$ cat src/rtl/cc_pkg.sv
package cc_pkg;
  localparam int unsigned SEL_N = 9;
  localparam int unsigned DIG_W = 4;
  localparam int unsigned BCD_MAX = 9;

  typedef logic [DIG_W-1:0] bcd_t;

  // Next BCD digit value, wrapping after the largest decimal digit.
  function automatic bcd_t bcd_next(input bcd_t v);
    if (v >= bcd_t'(BCD_MAX)) return '0;
    return v + bcd_t'(1);
  endfunction

  // Highest-numbered active selector gives the preset; none gives zero.
  function automatic bcd_t sel_to_bcd(input logic [SEL_N-1:0] s);
    bcd_t r;
    r = '0;
    for (int i = 0; i < int'(SEL_N); i++)
      if (s[i]) r = bcd_t'(i + 1);
    return r;
  endfunction
endpackage

$ cat src/rtl/cc_pulse_sync.sv
module cc_pulse_sync #(
  parameter int unsigned STAGES = 2
) (
  input  logic clk,
  input  logic rst_n,
  input  logic raw,
  output logic strobe
);
  logic [STAGES-1:0] chain_q;
  logic              last_q;
  logic              synced;

  generate
    if (STAGES == 1) begin : g_one
      always_ff @(posedge clk or negedge rst_n)
        if (!rst_n) chain_q <= '0;
        else        chain_q <= raw;
    end else begin : g_many
      always_ff @(posedge clk or negedge rst_n)
        if (!rst_n) chain_q <= '0;
        else        chain_q <= {chain_q[STAGES-2:0], raw};
    end
  endgenerate

  assign synced = chain_q[STAGES-1];

  always_ff @(posedge clk or negedge rst_n)
    if (!rst_n) last_q <= 1'b0;
    else        last_q <= synced;

  assign strobe = synced & ~last_q;

  // an edge yields a one-clock strobe, never two in a row
  a_r5_single_strobe: assert property (@(posedge clk) disable iff (!rst_n)
    strobe |=> !strobe);
endmodule

$ cat src/rtl/cc_preset_enc.sv
module cc_preset_enc
  import cc_pkg::*;
(
  input  logic [SEL_N-1:0] sel,
  output bcd_t             code
);
  assign code = sel_to_bcd(sel);

  always_comb begin
    a_r2_code_range: assert (code <= bcd_t'(BCD_MAX));
    if (sel == '0) a_r4_none_zero: assert (code == '0);
  end
endmodule

$ cat src/rtl/cc_bcd_counter.sv
module cc_bcd_counter
  import cc_pkg::*;
(
  input  logic clk,
  input  logic rst_n,
  input  logic clr,
  input  logic inc,
  output bcd_t value
);
  bcd_t value_q;

  always_ff @(posedge clk or negedge rst_n)
    if (!rst_n)   value_q <= '0;
    else if (clr) value_q <= '0;
    else if (inc) value_q <= bcd_next(value_q);

  assign value = value_q;

  // the count never leaves the decimal digit range
  a_r9_bcd_range: assert property (@(posedge clk) disable iff (!rst_n)
    value_q <= bcd_t'(BCD_MAX));
  // an increment without clear always moves the count
  a_r6_step_moves: assert property (@(posedge clk) disable iff (!rst_n)
    (inc && !clr) |=> value_q != $past(value_q));
  // a clear lands on zero
  a_r5_clear_zero: assert property (@(posedge clk) disable iff (!rst_n)
    clr |=> value_q == '0);
endmodule

$ cat src/rtl/cc_copy_ctrl.sv
module cc_copy_ctrl
  import cc_pkg::*;
#(
  parameter int unsigned SYNC_STAGES = 2
) (
  input  logic             clk,
  input  logic             rst_n,
  input  logic [SEL_N-1:0] sel_in,
  input  logic             start_in,
  input  logic             copy_in,
  output logic             run_o,
  output logic [DIG_W-1:0] count_o,
  output logic             match_n_o
);
  logic start_stb;
  logic copy_stb;
  bcd_t preset;
  bcd_t count;
  logic run_q;
  logic run_d;
  logic copy_ok;
  logic reach_hit;
  logic match_now;
  logic preset_valid;

  cc_pulse_sync #(.STAGES(SYNC_STAGES)) u_start_sync (
    .clk(clk), .rst_n(rst_n), .raw(start_in), .strobe(start_stb));

  cc_pulse_sync #(.STAGES(SYNC_STAGES)) u_copy_sync (
    .clk(clk), .rst_n(rst_n), .raw(copy_in), .strobe(copy_stb));

  cc_preset_enc u_enc (.sel(sel_in), .code(preset));

  // Copies count only while running, and a start in the same cycle wins.
  assign copy_ok      = copy_stb & run_q & ~start_stb;
  assign preset_valid = (preset != '0);
  assign match_now    = (count == preset);
  assign reach_hit    = copy_ok & (bcd_next(count) == preset);

  cc_bcd_counter u_cnt (
    .clk(clk), .rst_n(rst_n), .clr(start_stb), .inc(copy_ok), .value(count));

  always_comb begin
    run_d = run_q;
    if (start_stb)                        run_d = preset_valid;
    else if (run_q && (reach_hit || match_now)) run_d = 1'b0;
  end

  always_ff @(posedge clk or negedge rst_n)
    if (!rst_n) run_q <= 1'b0;
    else        run_q <= run_d;

  assign run_o     = run_q;
  assign count_o   = count;
  assign match_n_o = ~match_now;

  // the run level only ever falls when the count equals the preset
  a_r8_drop_on_match: assert property (@(posedge clk) disable iff (!rst_n)
    $fell(run_q) |-> !match_n_o);
  // while idle and without a start, the count holds
  a_r7_idle_hold: assert property (@(posedge clk) disable iff (!rst_n)
    (!run_q && !start_stb) |=> $stable(count));
  // a start with no selection never begins a run
  a_r4_no_run_zero: assert property (@(posedge clk) disable iff (!rst_n)
    (start_stb && !preset_valid) |=> !run_q);
  // a start with a valid preset always runs from zero
  a_r10_restart: assert property (@(posedge clk) disable iff (!rst_n)
    (start_stb && preset_valid) |=> (run_q && count == '0));
endmodule

$ cat config.mk
export PLATFORM = sky130hd
export DESIGN_NAME = cc_copy_ctrl
export DESIGN_NICKNAME = d
export VERILOG_FILES = /design/src/rtl/cc_pkg.sv /design/src/rtl/cc_pulse_sync.sv /design/src/rtl/cc_preset_enc.sv /design/src/rtl/cc_bcd_counter.sv /design/src/rtl/cc_copy_ctrl.sv
export SDC_FILE = /design/constraint.sdc
export NUM_CORES = 1
export LEC_CHECK = 0
export BUFFER_PORTS_ARGS = -buffer_cell sky130_fd_sc_hd__buf_2
export CORE_MARGIN = 4
export CORE_UTILIZATION = 50
export CTS_CLUSTER_DIAMETER = 40
export DETAILED_ROUTE_END_ITERATION = 10
export PLACE_DENSITY = 0.76
export SETUP_SLACK_MARGIN = 0.02
export SKIP_CTS_REPAIR_TIMING = 1
export SLEW_MARGIN = 30
export SYNTH_ARGS = -nofsm -noshare
export SYNTH_HDL_FRONTEND = slang
export SYNTH_SLANG_ARGS = --single-unit
$ cat constraint.sdc
create_clock -name clk -period 2.1 [get_ports clk]
set_clock_uncertainty 0.05 [all_clocks]
set_input_delay 0.42 -clock clk [delete_from_list [all_inputs] [get_ports clk]]
set_output_delay 0.42 -clock clk [all_outputs]
set_load 0.1 [all_outputs]
# --- Yosys cells after proc, flatten, opt, wreduce, memory -nomap -nowiden ---
# Index checks and enable logic that the tools add are counted.
classes:
  n_reduce_logical: 5
  add_sub_neg: 1
  n_bitwise: 9
  n_eq_ne: 2
  magnitude_cmp: 1
  muxes: 19
op_table:
  columns: ["operator", "n"]
  rows:
  - ["two-way mux 4 bit", 7]
  - ["two-way mux 3 bit", 4]
  - ["== test 4 bit", 2]
  - ["two-way mux 1 bit", 6]
  - ["bitwise AND 1 bit", 5]
  - ["adder 4 x 1 -> 4 bit (second input constant)", 1]
  - ["greater-or-equal comparator 4 bit (second input constant)", 1]
  - ["two-way mux 2 bit", 2]
  - ["NOT 1 bit", 4]
  - ["nonzero test 2 bit", 2]
  - ["nonzero test 4 bit", 1]
  - ["logical AND 1 bit", 1]
  - ["logical OR 1 bit", 1]
word_totals:
  output_inout_bits: 6
  reg_bits: 11
  wordCells: 43
  in_bits: 13

# --- Depth between registers and ports, before layout ---
depth:
  word_depth: 15
  ltp_mapped: 8
  ltp_nobuf: 8

# --- Cells and area by module ---
# From an unflattened synthesis, not the netlist that was laid out.
hier_totals:
  cells_unflattened: 86
  area_unflattened_um2: 837.1
modules_own_cells:
  columns: ["mod", "area_per_inst_um2", "cells_per_inst", "n_inst", "seq_area_each_um2"]
  rows:
  - ["cc_copy_ctrl", 327.8, 41, 1, 25.0]
  - ["cc_bcd_counter", 259.0, 25, 1, 100.1]
  - ["cc_pulse_sync", 88.8, 4, 2, 75.1]
  - ["cc_preset_enc", 72.6, 12, 1, 0.0]

# --- Worst setup path before layout ---
# Ideal clock, no wire load.
synth_timing:
  path_type: "register to output"
  startpoint: "reg u_cnt.value_q[2], in the netlist u_cnt.value[2]"
  endpoint: "out match_n_o"
  path_stages_with_launch: 8
  arrival_ns: 2.310
  n_path_buf: 1
  required_ns: 1.630
  path_slack_ns: -0.680
  cell_sequence: "dfrtp_1 -> buf_6 -> nand2b_1 -> nor2_1 -> nor3_1 -> a21oi_1 -> o211a_1 -> inv_1"
synth_via:
  elab_chain_cells: 2
synth_rtl:
  columns: ["element", "line", "rtl"]
  rows:
  - ["start, declared", "cc_bcd_counter.sv:10", "bcd_t value_q;"]
  - ["start signal, assigned", "cc_bcd_counter.sv:15", "else if (inc) value_q <= bcd_next(value_q);"]
  - ["== test 4 bit", "cc_copy_ctrl.sv:37", "assign match_now = (count == preset);"]
  - ["NOT 1 bit", "cc_copy_ctrl.sv:55", "assign match_n_o = ~match_now;"]
  - ["end, declared", "cc_copy_ctrl.sv:13", "output logic match_n_o"]
# No other way between the ends.

# --- Worst setup path after layout ---
layout_timing:
  startpoint: "in sel_in[5]"
  endpoint: "out match_n_o"
layout_via:
  elab_chain_cells: 6
layout_rtl:
  columns: ["element", "line", "rtl"]
  rows:
  - ["start, declared", "cc_copy_ctrl.sv:8", "input logic [SEL_N-1:0] sel_in,"]
  - ["two-way mux 3 bit (2 in series)", "cc_pkg.sv:19", "if (s[i]) r = bcd_t'(i + 1);"]
  - ["two-way mux 4 bit (2 in series)", "cc_pkg.sv:19", null]
  - ["== test 4 bit", "cc_copy_ctrl.sv:37", null]
  - ["NOT 1 bit", "cc_copy_ctrl.sv:55", null]
# No other way between the ends.

==> results.yml <==
timing:
  slew_headroom_pct: 67.1
  drv_slew: 0
  setup_viol: 1
  worst_slack_ns: -0.112
  fin_crit_ns: 2.21
  fin_crit_sh_pct: 105
  rsz0062_at_grt: "true"
  fmax_mhz: 452
  tightest_slew_ns: 0.493
  hold_violations: 0
  holdWs_ns: 0.208
floorplanning:
  core_um2: 1330
  die_y_um: 46.1
  die_area_um2: 2130
  io_pins: 19
  floorplan.rows: 13
  die_w_um: 46.1
  initial_core_util_pct: 54.5
setup_path:
  cp-end-kind: "output pin"
  critPathMaxFanout: 3
  cp_data_arrival_time_ns: 1.74
  worstPathRequired_ns: 1.63
  cp-start-kind: "primary input"
  path_class: "primary input to output pin"
cts:
  clock_latency_ns: 0.27
  cts_inserted_buffers: 3
  cts_sinks: 11
  clk_root_buffer_cell: "clkbuf_4"
  clockBufferDepth: 2
  cts_max_level: 1
  cts_tree: "yes"
  clk_pin_slew_worst_paths_ns: 0.06
route:
  vias_per_cell: 5.66
  routed_wl_um: 1840
  wl_per_cell_um: 14.4
  vias: 725
  drt-pass1-iter-count: 4
  drc: 0
  dr.first_iter.drc_count: 16
  final_antenna_net_count: 0
synthesis:
  ys_top_cells_by_area: "dfrtp_1, nor2_1, ha_1"
  ys.flop_type: "dfrtp_1"
  ys_warn_count: 0
  ys_ff_latch: 11
  seq_area_frac_synth_pct: 37.9
  synth_top_area_share_pct: 37.9
  synth_edf_count: 0
  synth_cell_types: 33
  synth-async-reset-ratio_pct: 100
  syn_area_um2: 727
  avgSynthCellArea_um2: 8.97
  synthesis.nets: 97
  synthCells: 81
  synth_top_area_cell: "dfrtp_1"
cells_and_area:
  fillers: 86
  nets: 130
  multi_input_area_um2: 474
  area_delta_synth_final_pct: 41.7
  seqCellArea_um2: 288
  mostFrequentLayoutCell: "buf_2"
  num_antenna_cells: 0
  final_util_pct: 77.2
  final_cell_mix: "buf_2, nor2_1, buf_4, a21oi_1, dfrtp_1"
  layout-drive-gt1-share_pct: 44.2
power_and_ir_drop:
  leakage_nw: 0.472
  ir_worst_vdd_mv: 0.547
  powerDensity_nw_per_um2: 702
status:
  status: "complete, but fails checks"
  violations: "negative setup slack"
global_route:
  grt_overflow: 0
  grt_pass1_vias: 663
  grt_usage_pct: 18.5
  grt_max_degree: 12
  antenna_found_initial: 0
  grt_pass1_wl_um: 2750
place:
  hpwlAfterDp_um: 1290
  dp_worst_setup_slack_ns: -0.0858
  io_buffers: 18
  place_congestion: 0.794
run:
  drv_cap: 0
min_path:
  hold_path_class: "primary input to flip-flop"
-- kinds of logic (layout without fill, tap and decap cells) --
family	count (synthesis)	after routing	synth area share (%)
AND/OR/NAND/NOR	34	34	25.6
flip-flops	11	11	37.9
AO/OA/AOI/OAI	25	25	25.5
buffers and inverters	7	39	4.65
XOR/XNOR	1	1	1.21
adder cells (fa/ha/maj)	3	3	5.16
-- metal layers --
layer | global-route usage, % | up-vias | part of all wire [%]
li1 | - | 359 | -
met1 | 24.4 | 341 | 43
met2 | 28.3 | 23 | 51
met3 | 5.08 | 2 | 4.8
met4 | 7.95 | 0 | 0.98
met5 | 0 | - | 0
-- per-stage QoR --
step	area, µm²	cells	power (mW)	TNS, ns
finish	1030	128	0.723	-0.112
detailed placement	926	121	0.545	-0.0885
CTS	952	125	0.688	-0.185
global route	1030	128	0.763	-0.320
global placement	926	121	0.542	-0.0791
floorplan	753	81	0.464	-0.322
-- sequential cells by signal, indices dropped and copies added (netlist names) --
signal,count
u_copy_sync.chain_q,2
u_copy_sync.last_q,1
u_cnt.value,4
u_start_sync.last_q,1
run_o,1
u_start_sync.chain_q,2
-- critical path, cell delays in order --
cell and delay [ns]:
buf_2 0.12, buf_4 0.14, nor2_1 0.14, o31a_1 0.25, nor3_2 0.06, a21oi_1 0.11, o211a_1 0.22, clkinvlp_4 0.11
buf_12 0.17
-- power breakdown --
part / switching, mW / leakage, nW / internal, mW
combinational: 0.211 / 0.328 / 0.114
sequential: 0.0231 / 0.128 / 0.234
clock: 0.0680 / 0.0150 / 0.0735
-- final timing paths --
check	from	end	slack, ns	cells after the start
setup / recovery	sel_in[5]	match_n_o	-0.11	9
hold / removal	start_in	u_start_sync.chain_q[0]	0.21	1
setup reg to reg	u_cnt.value[1]	run_o	0.02	8
hold reg to reg	u_start_sync.chain_q[0]	u_start_sync.chain_q[1]	0.31	0
max in group asynchronous	rst_n	u_cnt.value[1]	1.31	2
min in group asynchronous	rst_n	u_cnt.value[3]	0.47	2
-- cells in the mapped netlist, types with 2 or more instances --
library cell	instances
a211oi_1	2
o21ai_0	3
o21a_1	2
ha_1	3
and3_1	2
nor2_1	14
nor3_1	2
nor4_2	2
a21oi_1	7
nand3_1	2
nand2_1	2
inv_1	6
nand2b_1	4
dfrtp_1	11
-- area by class of cell --
| cell class | count | share of cell area [%] |
|---|---|---|
| inverter | 6 | 2.55 |
| multi-input combinational | 63 | 46.1 |
| sequential | 11 | 27.9 |
| clock buffer | 4 | 2.55 |
| timing repair buffer | 29 | 19.1 |
| tap | 15 | 1.82 |
(Power assumes the default switching activity.)
